$ cat config.mk
export PLATFORM = sky130hd
export DESIGN_NAME = nor_dma_reader
export DESIGN_NICKNAME = d
export VERILOG_FILES = /design/src/rtl/nordma_pkg.sv /design/src/rtl/nordma_regs.sv /design/src/rtl/nordma_flash_seq.sv /design/src/rtl/nordma_line_pack.sv /design/src/rtl/nor_dma_reader.sv
export SDC_FILE = /design/constraint.sdc
export NUM_CORES = 1
export LEC_CHECK = 0
export BUFFER_PORTS_ARGS = -buffer_cell sky130_fd_sc_hd__buf_2
export CORE_MARGIN = 2
export CORE_UTILIZATION = 35
export DETAILED_ROUTE_END_ITERATION = 8
export GPL_TIMING_DRIVEN = 1
export HOLD_SLACK_MARGIN = 0.05
export MAX_ROUTING_LAYER = met4
export PLACE_DENSITY = 0.64
export SETUP_SLACK_MARGIN = 0.4
export SYNTH_ARGS = -nofsm -noshare
export SYNTH_HDL_FRONTEND = slang
export SYNTH_SLANG_ARGS = --single-unit
$ cat constraint.sdc
create_clock -name clk -period 5.9 [get_ports clk]
set_input_delay 0.59 -clock clk [delete_from_list [all_inputs] [get_ports clk]]
set_output_delay 0.59 -clock clk [all_outputs]
set_load 0.01 [all_outputs]
$ cat src/rtl/nordma_pkg.sv
// Shared types and register indices for the flash-to-memory DMA reader.
package nordma_pkg;
    localparam int ADDR_W = 32;
    localparam int IDX_W  = 3;

    // Lane encoding doubles as the log2 of the line count.
    typedef enum logic [1:0] {LN_1 = 2'd0, LN_2 = 2'd1, LN_4 = 2'd2} lane_e;

    localparam logic [IDX_W-1:0] RI_CTRL = 3'd0;
    localparam logic [IDX_W-1:0] RI_SRC  = 3'd1;
    localparam logic [IDX_W-1:0] RI_DST  = 3'd2;
    localparam logic [IDX_W-1:0] RI_END  = 3'd3;
    localparam logic [IDX_W-1:0] RI_BUS  = 3'd4;
    localparam logic [IDX_W-1:0] RI_OPT  = 3'd5;
    localparam logic [IDX_W-1:0] RI_OPD  = 3'd6;
    localparam logic [IDX_W-1:0] RI_OPQ  = 3'd7;

    typedef struct packed {
        logic [ADDR_W-1:0] src;
        logic [ADDR_W-1:0] dst;
        logic [ADDR_W-1:0] dst_end;
        logic [4:0]        bus;
        logic              fast;
        logic [7:0]        op_dual;
        logic [7:0]        op_quad;
    } cfg_t;
endpackage

$ cat src/rtl/nordma_regs.sv
// Configuration registers and the start bit.
// Assumes: writes are ignored while the start bit is set; clr_start
// is a one-cycle pulse from the controller that ends a transfer.
module nordma_regs
    import nordma_pkg::*;
(
    input  logic             clk,
    input  logic             rst_n,
    input  logic             we,
    input  logic [IDX_W-1:0] idx,
    input  logic [31:0]      wdata,
    input  logic             clr_start,
    output logic [31:0]      rdata,
    output logic             start,
    output cfg_t             cfg
);
    // Register writes, the start bit and its completion clear.
    always_ff @(posedge clk) begin
        if (!rst_n) begin
            start <= 1'b0;
            cfg   <= '0;
        end else if (clr_start) begin
            start <= 1'b0;
        end else if (we && !start) begin
            unique case (idx)
                RI_CTRL: start       <= wdata[0];
                RI_SRC:  cfg.src     <= wdata;
                RI_DST:  cfg.dst     <= wdata;
                RI_END:  cfg.dst_end <= wdata;
                RI_BUS:  cfg.bus     <= wdata[4:0];
                RI_OPT:  cfg.fast    <= wdata[0];
                RI_OPD:  cfg.op_dual <= wdata[7:0];
                default: cfg.op_quad <= wdata[7:0];
            endcase
        end
    end

    // Read-back multiplexer.
    always_comb begin
        unique case (idx)
            RI_CTRL: rdata = {31'b0, start};
            RI_SRC:  rdata = cfg.src;
            RI_DST:  rdata = cfg.dst;
            RI_END:  rdata = cfg.dst_end;
            RI_BUS:  rdata = {27'b0, cfg.bus};
            RI_OPT:  rdata = {31'b0, cfg.fast};
            RI_OPD:  rdata = {24'b0, cfg.op_dual};
            default: rdata = {24'b0, cfg.op_quad};
        endcase
    end

    a_r10_frozen_src: assert property (@(posedge clk) disable iff (!rst_n)
        $past(start) && start |-> $stable(cfg.src));
endmodule

$ cat src/rtl/nordma_flash_seq.sv
// Mode-0 serial flash read sequencer: opcode, address, dummy clocks, data.
// One flash clock spans two system clocks. The flash clock is held low
// at a byte boundary while can_accept is low. Assumes the configuration
// inputs stay stable from go until done.
module nordma_flash_seq
    import nordma_pkg::*;
(
    input  logic              clk,
    input  logic              rst_n,
    input  logic              go,
    input  logic [7:0]        opcode,
    input  logic [ADDR_W-1:0] addr,
    input  logic              addr4,
    input  lane_e             alanes,
    input  lane_e             dlanes,
    input  logic [3:0]        dummy_clks,
    input  logic [ADDR_W-1:0] nbytes,
    input  logic              can_accept,
    output logic              sclk,
    output logic              cs_n,
    output logic [3:0]        io_out,
    output logic [3:0]        io_oe,
    input  logic [3:0]        io_in,
    output logic              byte_vld,
    output logic [7:0]        byte_data,
    output logic              done
);
    typedef enum logic [2:0] {S_IDLE, S_CMD, S_ADDR, S_DUMMY, S_DATA, S_END} st_e;

    st_e               st;
    lane_e             cur_ln;
    logic [ADDR_W-1:0] sh, sh_nxt;
    logic [5:0]        cnt;
    logic [3:0]        bclk;
    logic [ADDR_W-1:0] left;
    logic [7:0]        rx, rx_nxt;
    logic [3:0]        cpb;
    logic [5:0]        aclk;
    logic [3:0]        amask;
    logic              at_byte_start;

    assign cpb           = 4'd8 >> dlanes;
    assign aclk          = (addr4 ? 6'd32 : 6'd24) >> alanes;
    assign at_byte_start = (bclk == cpb);

    // Output line mask and shift step for the current transmit width.
    always_comb begin
        unique case (alanes)
            LN_2:    amask = 4'b0011;
            LN_4:    amask = 4'b1111;
            default: amask = 4'b0001;
        endcase
        unique case (cur_ln)
            LN_2:    begin io_out = {2'b0, sh[ADDR_W-1 -: 2]}; sh_nxt = sh << 2; end
            LN_4:    begin io_out = sh[ADDR_W-1 -: 4];         sh_nxt = sh << 4; end
            default: begin io_out = {3'b0, sh[ADDR_W-1]};      sh_nxt = sh << 1; end
        endcase
    end

    // Receive shift: gather the sampled lines into the byte in progress.
    always_comb begin
        unique case (dlanes)
            LN_2:    rx_nxt = {rx[5:0], io_in[1:0]};
            LN_4:    rx_nxt = {rx[3:0], io_in};
            default: rx_nxt = {rx[6:0], io_in[1]};
        endcase
    end

    // Phase sequencer and flash clock generation.
    always_ff @(posedge clk) begin
        if (!rst_n) begin
            st        <= S_IDLE;
            cur_ln    <= LN_1;
            sh        <= '0;
            cnt       <= '0;
            bclk      <= '0;
            left      <= '0;
            rx        <= '0;
            sclk      <= 1'b0;
            cs_n      <= 1'b1;
            io_oe     <= '0;
            byte_vld  <= 1'b0;
            byte_data <= '0;
            done      <= 1'b0;
        end else begin
            byte_vld <= 1'b0;
            done     <= 1'b0;
            unique case (st)
                S_IDLE: begin
                    sclk <= 1'b0;
                    if (go) begin
                        st     <= S_CMD;
                        cs_n   <= 1'b0;
                        sh     <= {opcode, {(ADDR_W-8){1'b0}}};
                        cnt    <= 6'd8;
                        cur_ln <= LN_1;
                        io_oe  <= 4'b0001;
                        left   <= nbytes;
                    end
                end
                S_CMD, S_ADDR, S_DUMMY: begin
                    sclk <= !sclk;
                    if (sclk) begin
                        if (cnt != 6'd1) begin
                            cnt <= cnt - 6'd1;
                            sh  <= sh_nxt;
                        end else if (st == S_CMD) begin
                            st     <= S_ADDR;
                            sh     <= addr4 ? addr : {addr[23:0], 8'h00};
                            cur_ln <= alanes;
                            cnt    <= aclk;
                            io_oe  <= amask;
                        end else if (st == S_ADDR && dummy_clks != 4'd0) begin
                            st    <= S_DUMMY;
                            cnt   <= {2'b0, dummy_clks};
                            io_oe <= '0;
                        end else begin
                            st    <= S_DATA;
                            bclk  <= cpb;
                            io_oe <= '0;
                        end
                    end
                end
                S_DATA: begin
                    if (!sclk) begin
                        if (!(at_byte_start && !can_accept)) begin
                            sclk <= 1'b1;
                            rx   <= rx_nxt;
                            if (bclk == 4'd1) begin
                                byte_vld  <= 1'b1;
                                byte_data <= rx_nxt;
                                left      <= left - 1'b1;
                                bclk      <= cpb;
                            end else begin
                                bclk <= bclk - 4'd1;
                            end
                        end
                    end else begin
                        sclk <= 1'b0;
                        if (left == '0) begin
                            st   <= S_END;
                            cs_n <= 1'b1;
                        end
                    end
                end
                default: begin
                    done <= 1'b1;
                    st   <= S_IDLE;
                end
            endcase
        end
    end

    a_r1_clk_low_when_deselected: assert property (@(posedge clk) disable iff (!rst_n)
        cs_n |-> !sclk);
    a_r3_cmd_on_line0: assert property (@(posedge clk) disable iff (!rst_n)
        (st == S_CMD) |-> (io_oe == 4'b0001));
    a_r8_stall_holds_clock: assert property (@(posedge clk) disable iff (!rst_n)
        (st == S_DATA) && !sclk && at_byte_start && !can_accept |=> !sclk);
endmodule

$ cat src/rtl/nordma_line_pack.sv
// Packs received bytes into lines and issues one write request per line.
// A line holding area and an output slot give one line of slack.
// Assumes the producer pushes only while can_accept is high.
module nordma_line_pack
    import nordma_pkg::*;
#(
    parameter int LINE_BYTES = 16
) (
    input  logic                    clk,
    input  logic                    rst_n,
    input  logic                    load,
    input  logic [ADDR_W-1:0]       base,
    input  logic                    byte_vld,
    input  logic [7:0]              byte_data,
    output logic                    can_accept,
    output logic                    empty,
    output logic                    mw_valid,
    input  logic                    mw_ready,
    output logic [ADDR_W-1:0]       mw_addr,
    output logic [8*LINE_BYTES-1:0] mw_data
);
    localparam int FILL_W = $clog2(LINE_BYTES + 1);
    localparam int OFS_W  = $clog2(LINE_BYTES);
    localparam logic [FILL_W-1:0] FULL = FILL_W'(LINE_BYTES);

    logic [FILL_W-1:0]       fill;
    logic [8*LINE_BYTES-1:0] line_q;
    logic [ADDR_W-1:0]       nxt_addr;
    logic                    move;

    assign move       = (fill == FULL) && (!mw_valid || mw_ready);
    assign can_accept = (fill != FULL);
    assign empty      = (fill == '0) && !mw_valid;

    // Byte gathering and hand-off of full lines to the request slot.
    always_ff @(posedge clk) begin
        if (!rst_n) begin
            fill     <= '0;
            line_q   <= '0;
            nxt_addr <= '0;
            mw_valid <= 1'b0;
            mw_addr  <= '0;
            mw_data  <= '0;
        end else begin
            if (load)
                nxt_addr <= base;
            if (byte_vld) begin
                line_q[{fill[OFS_W-1:0], 3'b000} +: 8] <= byte_data;
                fill <= fill + 1'b1;
            end
            if (move) begin
                mw_valid <= 1'b1;
                mw_addr  <= nxt_addr;
                mw_data  <= line_q;
                nxt_addr <= nxt_addr + ADDR_W'(LINE_BYTES);
                fill     <= '0;
            end else if (mw_valid && mw_ready) begin
                mw_valid <= 1'b0;
            end
        end
    end

    a_r8_request_stable: assert property (@(posedge clk) disable iff (!rst_n)
        mw_valid && !mw_ready |=> mw_valid && $stable(mw_addr) && $stable(mw_data));
    a_r8_no_push_when_full: assert property (@(posedge clk) disable iff (!rst_n)
        byte_vld |-> fill < FULL);
    a_r7_aligned_request: assert property (@(posedge clk) disable iff (!rst_n)
        mw_valid |-> mw_addr[OFS_W-1:0] == '0);
endmodule

$ cat src/rtl/nor_dma_reader.sv
// Flash-to-memory DMA read engine top level.
// Decodes the bus mode into opcode, lane counts and dummy clocks,
// launches the sequencer, and clears the start bit once every line has
// been written. Assumes software programs aligned addresses and lengths.
module nor_dma_reader
    import nordma_pkg::*;
(
    input  logic          clk,
    input  logic          rst_n,
    input  logic          reg_we,
    input  logic [2:0]    reg_idx,
    input  logic [31:0]   reg_wdata,
    output logic [31:0]   reg_rdata,
    output logic          spi_sclk,
    output logic          spi_cs_n,
    output logic [3:0]    spi_io_out,
    output logic [3:0]    spi_io_oe,
    input  logic [3:0]    spi_io_in,
    output logic          mw_valid,
    input  logic          mw_ready,
    output logic [31:0]   mw_addr,
    output logic [127:0]  mw_data
);
    localparam int LINE_BYTES = 16;
    localparam logic [ADDR_W-1:0] ALIGN_MASK = ~ADDR_W'(LINE_BYTES - 1);

    typedef enum logic [1:0] {T_IDLE, T_RUN, T_DRAIN, T_FIN} top_e;

    cfg_t              cfg;
    logic              start, clr_start, go;
    top_e              tst;
    logic              quad, dual;
    lane_e             alanes, dlanes;
    logic [7:0]        opcode;
    logic [3:0]        dummy;
    logic [ADDR_W-1:0] nbytes;
    logic              can_accept, empty, byte_vld, seq_done;
    logic [7:0]        byte_data;

    nordma_regs u_regs (
        .clk(clk), .rst_n(rst_n), .we(reg_we), .idx(reg_idx), .wdata(reg_wdata),
        .clr_start(clr_start), .rdata(reg_rdata), .start(start), .cfg(cfg)
    );

    // Mode decode: quad wins over dual; single picks opcode from fast bit.
    always_comb begin
        quad   = cfg.bus[2];
        dual   = cfg.bus[0] && !quad;
        dlanes = quad ? LN_4 : (dual ? LN_2 : LN_1);
        alanes = (quad && cfg.bus[3]) ? LN_4 : ((dual && cfg.bus[1]) ? LN_2 : LN_1);
        opcode = quad ? cfg.op_quad : (dual ? cfg.op_dual : (cfg.fast ? 8'h0B : 8'h03));
        dummy  = (quad || dual || cfg.fast) ? 4'd8 : 4'd0;
        nbytes = (cfg.dst_end - cfg.dst) & ALIGN_MASK;
    end

    // Transfer control: launch, wait for the sequencer, drain, clear start.
    always_ff @(posedge clk) begin
        if (!rst_n) begin
            tst       <= T_IDLE;
            go        <= 1'b0;
            clr_start <= 1'b0;
        end else begin
            go        <= 1'b0;
            clr_start <= 1'b0;
            unique case (tst)
                T_IDLE: if (start) begin
                    if (nbytes == '0) begin
                        clr_start <= 1'b1;
                        tst       <= T_FIN;
                    end else begin
                        go  <= 1'b1;
                        tst <= T_RUN;
                    end
                end
                T_RUN:   if (seq_done) tst <= T_DRAIN;
                T_DRAIN: if (empty) begin
                    clr_start <= 1'b1;
                    tst       <= T_FIN;
                end
                default: tst <= T_IDLE;
            endcase
        end
    end

    nordma_flash_seq u_seq (
        .clk(clk), .rst_n(rst_n), .go(go), .opcode(opcode),
        .addr(cfg.src & ALIGN_MASK), .addr4(cfg.bus[4]),
        .alanes(alanes), .dlanes(dlanes), .dummy_clks(dummy), .nbytes(nbytes),
        .can_accept(can_accept), .sclk(spi_sclk), .cs_n(spi_cs_n),
        .io_out(spi_io_out), .io_oe(spi_io_oe), .io_in(spi_io_in),
        .byte_vld(byte_vld), .byte_data(byte_data), .done(seq_done)
    );

    nordma_line_pack #(.LINE_BYTES(LINE_BYTES)) u_pack (
        .clk(clk), .rst_n(rst_n), .load(go), .base(cfg.dst & ALIGN_MASK),
        .byte_vld(byte_vld), .byte_data(byte_data), .can_accept(can_accept),
        .empty(empty), .mw_valid(mw_valid), .mw_ready(mw_ready),
        .mw_addr(mw_addr), .mw_data(mw_data)
    );

    a_r9_clear_after_drain: assert property (@(posedge clk) disable iff (!rst_n)
        $fell(start) |-> spi_cs_n && !mw_valid);
    a_r9_deselected_when_idle: assert property (@(posedge clk) disable iff (!rst_n)
        !start |-> spi_cs_n);
endmodule

---- Yosys cells after proc, flatten, opt, wreduce, memory -nomap -nowiden ----
Index checks and enable logic that the tools add are counted.
storage, ports and cells
  register bits after elaboration ......... 551
  output and inout port bits .............. 203
cells by class
  reduce and logical (&&, ||, !) cells .... 56
  bitwise operators ....................... 6
  mux-type cells .......................... 81
  $add $sub $neg .......................... 7
  shift operators ......................... 4
  equality and inequality tests ........... 39
operators by type and width
  cell                                                                      count
  32-bit two-way mux                                                        11
  32-bit case mux with 7 select lines                                       1
  32-bit case mux with 2 select lines                                       3
  128-bit bitwise mux                                                       1
  8-bit by 9-bit variable shift with 128-bit output (first input constant)  1
  8-bit by 9-bit indexed part select with 128-bit output                    1
  32-bit logical NOT                                                        2
  4-bit two-way mux                                                         13
  6-bit two-way mux                                                         6
  32-bit by 5-bit adder with 32-bit output (second input constant)          1
  4-bit case mux with 2 select lines                                        4
  32-bit by 1-bit subtractor with 32-bit output (second input constant)     1
  32-bit subtractor                                                         1
  3-bit AND reduction                                                       10
  3-bit two-way mux                                                         7
  2-bit two-way mux                                                         10
  4-bit AND reduction                                                       5
  8-bit two-way mux                                                         2
  8-bit case mux with 2 select lines                                        1
  1-bit two-way mux                                                         15
  5-bit AND reduction                                                       3
  2-bit by 1-bit != test with 1-bit output (second input constant)          7
  2-bit != test (second input constant)                                     7
  3-bit by 2-bit equality test with 1-bit output (second input constant)    4
  other kinds (40)                                                          76

---- Longest topological paths before layout ----
Gate-level depths: netlist (run 1).
  depth in word-level cells ............... 12
  depth in mapped cells ................... 13

---- Cells and area by module ----
A second synthesis (run 1) with hierarchy kept.
unflattened totals
  cell total of the unflattened synthesis .. 3223
  area, all modules ....................... 26639.3 um^2
by module, submodules not included
  module            cells each  area an instance (um^2)  sequential area each (um^2)  instances
  nordma_line_pack  1446        12408.2                  6526.3                       1
  nordma_flash_seq  843         6373.6                   2021.9                       1
  nordma_regs       570         5437.7                   2382.3                       1
  nor_dma_reader    364         2419.8                   80.1                         1

---- Worst setup path before layout (run 1) ----
OpenSTA, ideal clock, no wires.
  kind .................................... register -> register
  start ................................... reg, netlist name u_regs.cfg[63]
  end ..................................... reg go
  path slack .............................. 2915 ps
  arrival time ............................ 2869 ps
  library setup time ...................... 115 ps
  period minus slack after synthesis ...... 2985 ps
  stages on the path, launching flop included .. 13
  cells stage by stage .................... dfxtp_1 inv_1 ha_1 buf_2 nand4_1 or4_4 nand2_2 xor2_1 or3b_1 nor4_2 nand4_1 or4_4 nor2b_1
between the ends
  word-level cells in the longest chain between the ends .. 3
ends and longest elaborated chain
  item                  line                  text
  32-bit subtractor     nor_dma_reader.sv:53  nbytes = (cfg.dst_end - cfg.dst) & ALIGN_MASK;
  32-bit logical NOT    nor_dma_reader.sv:67  if (nbytes == '0) begin
  1-bit two-way mux     nor_dma_reader.sv:67
  to (signal assigned)  nor_dma_reader.sv:60  go <= 1'b0;
  to (signal assigned)  nor_dma_reader.sv:63  go <= 1'b0;
  to (signal assigned)  nor_dma_reader.sv:71  go <= 1'b1;
  to (decl)             nor_dma_reader.sv:30  logic start, clr_start, go;
Every way passes these cells.
A chain may end at the register's enable or synchronous reset.

---- Worst setup path after layout (run 1) ----
  start ................................... reg, netlist name u_regs.cfg[64]
  end ..................................... reg go
between the ends
  word-level cells in the longest chain between the ends .. 3
ends and longest elaborated chain
  item                line
  32-bit subtractor   nor_dma_reader.sv:53
  32-bit logical NOT  nor_dma_reader.sv:67
  1-bit two-way mux   nor_dma_reader.sv:67
Every way passes these cells.

==> flow_summary.json, run 1 <==
{
  "status": "finished clean",
  "critPathLaunchType": "flop",
  "routedWlPerCell_um": 18.5,
  "die_area_mm2": 0.0756,
  "synth_area_leader_cell": "dfxtp_1",
  "finalWorstSetupSlack_ns": 2.33,
  "drive_gt1_frac": 0.122,
  "fin_tns_setup_ns": 0,
  "synth-edff-count": 0,
  "setup_violations": 0,
  "cts_setup_buffers": 0,
  "yosys.area_share.simple": 0.221,
  "crit_path_cell_trace": "inv_1 > ha_1 > a21oi_1 > o21ai_1 > a31oi_1 > o31ai_4 > a2111oi_0 > o21bai_1 > xnor2_1 > nand2b_1 > or4_4 > nor2b_1",
  "grt_pass1_wl_um": 122000,
  "path_delay_family": "compound AO/OA/AOI/OAI gates",
  "antenna_found_initial": 4,
  "hold_viol_final": 0,
  "fin_skew_ns": 0.0732,
  "io_buffer_count": 241,
  "fin_nets": 3412,
  "clock_path_buffers": 3,
  "cp.required_ns": 6.40,
  "drtIter0Drc": 2081,
  "synth_mux_area_frac": 0.0878,
  "seq_area_mm2": 0.0108,
  "io_pins": 246,
  "cts_hold_buf": 0,
  "synth_most_common_cell": "nand2_1",
  "synthTopCellsByCount": "675 x nand2_1, 538 x dfxtp_1, 349 x nor2_1",
  "path_clk_slew_ns": 0.06,
  "seq_power_share": 0.449,
  "final_max_slew_viol_count": 0,
  "area_growth_syn_to_layout_pct": 14.8,
  "syn_area_mm2": 0.0257,
  "hp-class": "in2reg",
  "power.share.switching": 0.256,
  "period_minus_slack_ns": 3.57,
  "multiInputGateArea_mm2": 0.0138,
  "p_leak_uw": 0.0112,
  "internal_power_uw": 6120,
  "power_switching_uw": 2110,
  "die_h_um": 275,
  "synth.distinct_cells": 89,
  "nFillCells": 7475,
  "synthAdderAreaFrac": 0.0234,
  "drc_errors": 0,
  "rsz0062_at_grt": "false",
  "synthCells": 3216,
  "ir_worst_vdd_mv": 0.258,
  "worst_setup_path_end_kind": "flop",
  "fmax_ghz": 0.280,
  "path_class": "reg2reg",
  "pre_cts_ws_ns": 2.34,
  "yosys-top-cells-area": "dfxtp_1 42%, nand2_1 9.9%, mux2i_1 8.3%",
  "clock_sinks": 538,
  "yosysTopAreaCellShare": 0.419,
  "cp_num_buf_inv": 1,
  "grt_pass1_vias": 20900,
  "overflow": 0,
  "ys_seq_area_frac": 0.419,
  "clkPwrFrac": 0.461,
  "synth_compound_area_frac": 0.193,
  "cts_tree": "built",
  "ys.flop_type": "dfxtp_1",
  "track_usage": 0.209,
  "yosys_register_bits": 538,
  "vias": 22900,
  "cts_buffers": 60,
  "synth-warning-count": 0,
  "syn_area_per_cell_um2": 7.99,
  "critPathSlowestCell": "dfxtp_1",
  "root_buffer": "clkbuf_16",
  "fin_crit_sh": 0.605,
  "routed_via_density": 5.30,
  "relSlewSlack": 0.188,
  "clock_latency_ns": 0.67,
  "pwr-share-comb": 0.090,
  "path_max_fanout": 6,
  "cts_resized": 0,
  "rows": 99,
  "powerDensity_mw_per_mm2": 279,
  "cap_violations": 0,
  "place_hpwl_um": 55200,
  "grt_max_degree": 123,
  "ant_nets": 0,
  "synth_top_family_by_area": "simple AND/OR/NAND/NOR gates",
  "crit_arrival_ns": 4.06,
  "worstMarginPinSlew_ns": 1.21,
  "synthArstFlopShare": 0,
  "htreeDepth": 2,
  "start_util": 0.353,
  "fp.dieW_um": 275,
  "synth-xor-area-share": 0.0119,
  "gp_congestion": 0.975,
  "first_pass_iters": 5,
  "core_area_mm2": 0.0728,
  "max_stage_delay_ns": 0.47,
  "drt_wl_total_um": 80200
}
==> worst reg2reg max path: stages (launching register included) <==
cell and delay, ns:
dfxtp_1 0.47, inv_1 0.07, ha_1 0.37, a21oi_1 0.23
o21ai_1 0.17, a31oi_1 0.30, o31ai_4 0.15, a2111oi_0 0.47
o21bai_1 0.16, xnor2_1 0.20, nand2b_1 0.20, or4_4 0.47
nor2b_1 0.16
==> cell type report <==
class	instances	area share
diodes	4	0.000339
clock buffers	83	0.0572
clock inverters	25	0.0110
inverters	65	0.00853
multi-input cells	2388	0.469
flip-flops and latches	538	0.365
well taps	959	0.0407
repair buffers	268	0.0480
==> registers in the layout (all words and copies together), names as in the netlist, 2 cells and up <==
register	flops
tst	2
u_pack.fill	5
u_pack.line_q	128
u_pack.mw_addr	28
u_pack.mw_data	128
u_pack.nxt_addr	28
u_regs.cfg	118
u_seq.bclk	4
u_seq.byte_data	8
u_seq.cnt	6
u_seq.cur_ln	2
u_seq.io_oe	3
u_seq.left	32
u_seq.rx	7
u_seq.sh	28
u_seq.st	3
==> kinds of logic (layout without fill, tap and decap cells) <==
| family | after synthesis | in the layout |
|---|---|---|
| flops | 538 | 538 |
| mux | 220 | 220 |
| xor+xnor | 35 | 35 |
| fa+ha+maj | 48 | 48 |
| compound gates | 768 | 768 |
| other cells | 1 | 8 |
| simple gates | 1313 | 1313 |
| buf+inv | 293 | 441 |
==> power by group through the flow <==
stage	Clock [uW]	Sequential (uW)	Combinational, uW
after CTS	3860	3700	729
after global placement	0	3780	726
after detailed placement	0	3780	726
after floorplan	0	3760	544
final	3790	3700	739
after global routing	4010	3700	805
==> metrics by stage <==
step | utilization | cell area (um2) | hold WS (ns) | total power, uW | cells
2_1_floorplan | - | 25700 | 0.399 | 4310 | 3219
3_3_place_gp | 0.377 | 27500 | 0.443 | 4500 | 4218
3_5_place_dp | 0.377 | 27500 | 0.445 | 4510 | 4218
4_1_cts | 0.405 | 29500 | 0.187 | 8290 | 4326
5_1_grt | 0.405 | 29500 | 0.202 | 8510 | 4328
6_report | 0.405 | 29500 | 0.205 | 8230 | 4330
==> placed cells by master (no fill, tap or decap), types with 13 or more instances in the layout <==
cell         n
a2111oi_0   13
a211oi_1    30
a21boi_0   148
a21oi_1    274
a221oi_1    20
a22oi_1     41
and2_1      22
and3_1      26
buf_2      240
buf_4       27
clkbuf_1    13
clkbuf_16   60
dfxtp_1    538
ha_1        48
inv_1       63
mux2i_1    214
nand2_1    675
nand3_1     39
nand4_1     13
nor2_1     348
nor2b_1     62
nor3_1      42
nor3b_1     15
o21ai_0    116
xnor2_1     20
xor2_1      15
==> worst paths after layout <==
check,endpoint,cells after the start,slack [ns],startpoint
worst min register to register,u_pack.mw_data[26],2,0.41,u_pack.line_q[26]
worst max register to register,go,12,2.33,u_regs.cfg[64]
worst max-delay path,go,12,2.33,u_regs.cfg[64]
worst min-delay path,u_regs.cfg[45],3,0.20,reg_wdata[23]
==> per-layer routing <==
| metal | vias to the layer above | wire, um | global-route usage |
|---|---|---|---|
| li1 | 11200 | - | - |
| met1 | 10800 | 35300 | 0.273 |
| met2 | 793 | 36700 | 0.330 |
| met3 | 133 | 5460 | 0.0325 |
| met4 | 0 | 2820 | 0.0710 |
| met5 | - | 0 | - |
Power figures use the tool's default switching activity.
==> run 2: changes to the inputs <==
==> constraint.sdc (replaced) <==
create_clock -name clk -period 3.65 [get_ports clk]
set_input_delay 0.365 -clock clk [delete_from_list [all_inputs] [get_ports clk]]
set_output_delay 0.365 -clock clk [all_outputs]
set_load 0.01 [all_outputs]
==> flow_summary.json, run 2 (synthesized netlist as in run 1, its figures left out) <==
{
  "layout_common_cells": "675 x nand2_1, 535 x dfxtp_1, 348 x nor2_1",
  "critPathLaunchType": "flop",
  "start_util": 0.353,
  "pre_cts_ws_ns": 0.283,
  "cp.required_ns": 4.19,
  "place_hpwl_um": 57800,
  "seq_power_share": 0.440,
  "power_switching_uw": 3470,
  "p_leak_uw": 0.0118,
  "cts_buffers": 59,
  "fp.dieW_um": 275,
  "nFillCells": 7268,
  "die_h_um": 275,
  "rows": 99,
  "grt_pass1_vias": 21500,
  "first_pass_iters": 6,
  "path_max_fanout": 5,
  "fin_nets": 3512,
  "crit_path_cell_trace": "inv_1 > ha_4 > a21o_1 > a31oi_4 > o31a_4 > o31ai_4 > a21oi_1 > xor2_1 > o2111ai_2 > nand4b_1 > or4_4 > nor2b_1",
  "r2r-end": "go",
  "fmax_ghz": 0.313,
  "vias": 23500,
  "r2r_cells": 12,
  "status": "finished clean",
  "overflow": 0,
  "period_minus_slack_ns": 3.19,
  "grt_pass1_wl_um": 126000,
  "crit_arrival_ns": 3.73,
  "relSlewSlack": 0.292,
  "hold_viol_final": 0,
  "drt_wl_total_um": 82600,
  "routedWlPerCell_um": 18.6,
  "gp_congestion": 0.950,
  "cts_tree": "built",
  "ir_worst_vdd_mv": 0.335,
  "routed_via_density": 5.30,
  "clock_latency_ns": 0.64,
  "grt_max_degree": 156,
  "clkPwrFrac": 0.457,
  "finalWorstSetupSlack_ns": 0.457,
  "ant_nets": 0,
  "multiInputGateArea_mm2": 0.0141,
  "io_pins": 246,
  "io_buffer_count": 241,
  "r2r-start": "u_regs.cfg[56]",
  "core_area_mm2": 0.0728,
  "area_growth_syn_to_layout_pct": 19.3,
  "drive_gt1_frac": 0.152,
  "max_stage_delay_ns": 0.54,
  "cp_num_buf_inv": 1,
  "worst_setup_path_end_kind": "flop",
  "antenna_found_initial": 3,
  "final_max_slew_viol_count": 0,
  "rsz0062_at_grt": "true",
  "fin_skew_ns": 0.0411,
  "path_class": "reg2reg",
  "track_usage": 0.217,
  "fin_tns_setup_ns": 0,
  "critPathSlowestCell": "or4_4",
  "path_clk_slew_ns": 0.06,
  "ff2ff_setup_slack_ns": 0.46,
  "root_buffer": "clkbuf_16",
  "hp-class": "in2reg",
  "clock_sinks": 538,
  "power.share.switching": 0.255,
  "top_regs": "u_pack.line_q x128, u_pack.mw_data x128, u_regs.cfg x118",
  "seq_area_mm2": 0.0108,
  "fin_crit_sh": 0.875,
  "path_delay_family": "compound AO/OA/AOI/OAI gates",
  "min_path_cells": 3,
  "hp-start": "reg_wdata[6]",
  "setup_violations": 0,
  "internal_power_uw": 10100,
  "pwr-share-comb": 0.103,
  "htreeDepth": 2,
  "drtIter0Drc": 2105,
  "powerDensity_mw_per_mm2": 443,
  "cap_violations": 0,
  "holdPathEnd": "u_regs.cfg[92]",
  "final_common_cell": "nand2_1",
  "drc_errors": 0,
  "clock_path_buffers": 3,
  "die_area_mm2": 0.0756,
  "worstMarginPinSlew_ns": 1.06
}
==> run 2: changes by cell type in the layout (fill, tap and decap cells not counted), sizes merged <==
cell | before | now
buf | 268 | 340
inv | 64 | 65
clkinv | 15 | 16
clkinvlp | 7 | 4
dlygate4sd3 | 0 | 29
diode | 4 | 2
bufinv | 4 | 5
==> run 2: worst max-delay path by stage <==
stage,endpoint,depth (start not counted),startpoint,slack [ns]
after global routing,go,12,u_regs.cfg[69],0.39
after CTS,go,12,u_regs.cfg[74],0.40
final,go,12,u_regs.cfg[56],0.46
after global placement,go,12,u_regs.cfg[69],0.35
after detailed placement,go,12,u_regs.cfg[56],0.28
after floorplan,go,12,u_regs.cfg[63],0.67
==> run 2: area by class of cell <==
cell class              count  share of cell area
multi-input cells        2388               0.458
inverters                  65             0.00820
clock inverters            25              0.0104
flip-flops and latches    538               0.351
diodes                      2            0.000163
well taps                 959              0.0391
clock buffers              83              0.0557
repair buffers            369              0.0765
==> run 2: power by group through the flow <==
stage | logic [uW] | clock network (uW) | registers [uW]
final | 1410 | 6210 | 5970
after global routing | 1520 | 6570 | 5980
after CTS | 1310 | 6320 | 5970
after detailed placement | 1210 | 0 | 6100
after global placement | 1200 | 0 | 6100
after floorplan | 879 | 0 | 6080
==> run 2: timing repair <==
item	CTS	global route
gates resized for setup	18	38
endpoints found under the hold margin	82	0
setup buffers	8	9
hold buffers	29	0
pin swaps	5	15
gates cloned	0	0
endpoints found under the setup margin	3	7
==> run 2: per-layer routing <==
layer / vias up / track usage / part of all wire
met5: - / - / 0
met4: 0 / 0.110 / 0.054
met3: 167 / 0.0301 / 0.063
met2: 852 / 0.330 / 0.44
met1: 11000 / 0.282 / 0.44
li1: 11500 / - / -
==> run 2: worst min-delay path: cells and delay by family <==
kind                   cells  cell delay [ns]
and+or+nand+nor            1             0.08
AOI/OAI and AO/OA          1             0.05
buffers and inverters      1             0.17
==> run 2: stage by stage <==
stage | power (uW) | area, um2 | hold slack (ns) | instances | utilization
final | 13600 | 30700 | 0.0740 | 4429 | 0.421
after global routing | 14100 | 30700 | 0.0596 | 4429 | 0.421
after CTS | 13600 | 30400 | 0.0505 | 4418 | 0.418
after detailed placement | 7310 | 28000 | 0.445 | 4273 | 0.384
after global placement | 7300 | 28000 | 0.443 | 4273 | 0.384
after floorplan | 6960 | 25700 | 0.399 | 3219 | -
==> run 3: changes to the inputs <==
--- a/config.mk
+++ b/config.mk
@@ -5,6 +5,7 @@
 export SDC_FILE = /design/constraint.sdc
 export NUM_CORES = 1
 export LEC_CHECK = 0
+export ABC_CLOCK_PERIOD_IN_PS = 2650
 export BUFFER_PORTS_ARGS = -buffer_cell sky130_fd_sc_hd__buf_2
 export CORE_MARGIN = 2
 export CORE_UTILIZATION = 35
@@ -12,7 +13,7 @@
 export GPL_TIMING_DRIVEN = 1
 export HOLD_SLACK_MARGIN = 0.05
 export MAX_ROUTING_LAYER = met4
-export PLACE_DENSITY = 0.64
+export PLACE_DENSITY = 0.66
 export SETUP_SLACK_MARGIN = 0.4
 export SYNTH_ARGS = -nofsm -noshare
 export SYNTH_HDL_FRONTEND = slang
==> constraint.sdc (replaced) <==
create_clock -name clk -period 2.65 [get_ports clk]
set_input_delay 0.265 -clock clk [delete_from_list [all_inputs] [get_ports clk]]
set_output_delay 0.265 -clock clk [all_outputs]
set_load 0.01 [all_outputs]
==> flow_summary.json, run 3 (synthesized netlist as in run 1, its figures left out) <==
{
  "root_buffer": "clkbuf_16",
  "layout_common_cells": "668 x nand2_1, 504 x dfxtp_1, 327 x nor2_1",
  "io_buffer_count": 241,
  "fin_skew_ns": 0.0587,
  "final_max_slew_viol_count": 0,
  "rsz0062_at_grt": "true",
  "r2r-end": "go",
  "rows": 99,
  "worst_setup_path_end_kind": "flop",
  "hold_viol_final": 0,
  "antenna_found_initial": 0,
  "fin_nets": 3737,
  "track_usage": 0.221,
  "dp_cells": 4464,
  "drtIter0Drc": 2085,
  "path_clk_slew_ns": 0.06,
  "routedWlPerCell_um": 18.3,
  "area_growth_syn_to_layout_pct": 31.2,
  "cts_tree": "built",
  "drc_errors": 0,
  "clock_path_buffers": 3,
  "ff2ff_setup_slack_ns": -0.36,
  "hp-start": "spi_io_in[2]",
  "clock_latency_ns": 0.66,
  "r2r-start": "u_regs.cfg[55]",
  "grt_max_degree": 161,
  "cap_violations": 0,
  "die_area_mm2": 0.0756,
  "hp-class": "in2reg",
  "status": "finished, violations left",
  "htreeDepth": 2,
  "final_common_cell": "nand2_1",
  "relSlewSlack": 0.388,
  "r2r_cells": 12,
  "gp_congestion": 0.953,
  "core_area_mm2": 0.0728,
  "path_max_fanout": 3,
  "place_area_mm2": 0.0298,
  "routed_via_density": 5.27,
  "critPathLaunchType": "flop",
  "start_util": 0.353,
  "setup_violations": 6,
  "fin_crit_sh": 1.13,
  "grt_pass1_vias": 22400,
  "final_core_util": 0.463,
  "ir_worst_vdd_mv": 0.650,
  "pwr-share-comb": 0.140,
  "die_h_um": 275,
  "power.share.switching": 0.261,
  "internal_power_uw": 14400,
  "worstMarginPinSlew_ns": 0.916,
  "power_switching_uw": 5070,
  "crit_arrival_ns": 3.53,
  "first_pass_iters": 9,
  "final_cells": 4654,
  "min_path_cells": 5,
  "stdcell_area_mm2": 0.0337,
  "io_pins": 246,
  "fp.dieW_um": 275,
  "powerDensity_mw_per_mm2": 577,
  "ant_nets": 0,
  "cts_buffers": 59,
  "cp.required_ns": 3.17,
  "fin_hold_ws_ns": 0.0726,
  "finalWorstSetupSlack_ns": -0.357,
  "overflow": 0,
  "failed_checks": "negative setup slack",
  "vias": 24500,
  "drive_gt1_frac": 0.242,
  "period_minus_slack_ns": 3.01,
  "path_class": "reg2reg",
  "clock_sinks": 538,
  "p_leak_uw": 0.0133,
  "top_regs": "u_pack.line_q x128, u_pack.mw_data x128, u_regs.cfg x118",
  "drt_wl_total_um": 85200,
  "grt_pass1_wl_um": 130000,
  "seq_power_share": 0.423,
  "place_hpwl_um": 59100,
  "clkPwrFrac": 0.437,
  "fmax_ghz": 0.333,
  "pre_cts_ws_ns": -0.381,
  "holdPathEnd": "u_seq.byte_data[2]"
}
run 3: area by class of cell:
cell class	instances	area, um2
Fill cell	7034	39100
Multi-Input combinational cell	2388	14900
Sequential cell	538	10800
Timing Repair Buffer	594	4470
Clock buffer	75	1630
Tap cell	959	1200
Clock inverter	34	402
Inverter	65	251
Antenna cell	1	2.50
run 3: power groups by stage:
stage / clock network, uW / registers, uW / logic [uW]
after floorplan: 0 / 8380 / 1280
after global placement: 0 / 8400 / 2170
after detailed placement: 0 / 8400 / 2180
after CTS: 8630 / 8220 / 2480
after global routing: 8980 / 8230 / 2910
final: 8500 / 8230 / 2720
run 3: timing repair:
action                                  4_1_cts  5_1_grt
hold buffers                                 38        0
endpoints found under the hold margin       138        0
gates cloned                                  2        6
resized for setup                            97      156
pin swaps                                    41       48
endpoints found under the setup margin      168      194
setup buffers                                18       16
run 3: per-layer routing:
layer	wire length [um]	GRT usage
met5	0	-
met1	39100	0.302
met2	38400	0.342
met4	2630	0.0649
met3	5080	0.0263
run 3: critical path, stage by stage (launching register included):
cell	delay, ns
dfxtp_2	0.33
inv_1	0.06
ha_4	0.24
a2111oi_4	0.39
or4_4	0.24
buf_4	0.13
a21oi_4	0.05
or2_4	0.27
o311ai_4	0.25
o2111ai_2	0.13
nand4b_1	0.19
or4_4	0.46
nor2b_1	0.15
run 3: how the worst max path moves through the flow:
stage	start	slack, ns	endpoint
floorplan	u_regs.cfg[74]	-0.10	go
global placement	u_regs.cfg[24]	-0.35	go
detailed placement	u_regs.cfg[57]	-0.38	go
CTS	u_regs.cfg[62]	-0.34	go
global route	u_regs.cfg[62]	-0.46	go
finish	u_regs.cfg[55]	-0.36	go
run 3: stage by stage:
stage | total power [uW] | TNS (ns)
floorplan | 9660 | -0.232
global placement | 10600 | -1.07
detailed placement | 10600 | -1.22
CTS | 19300 | -1.24
global route | 20100 | -2.54
finish | 19400 | -1.34
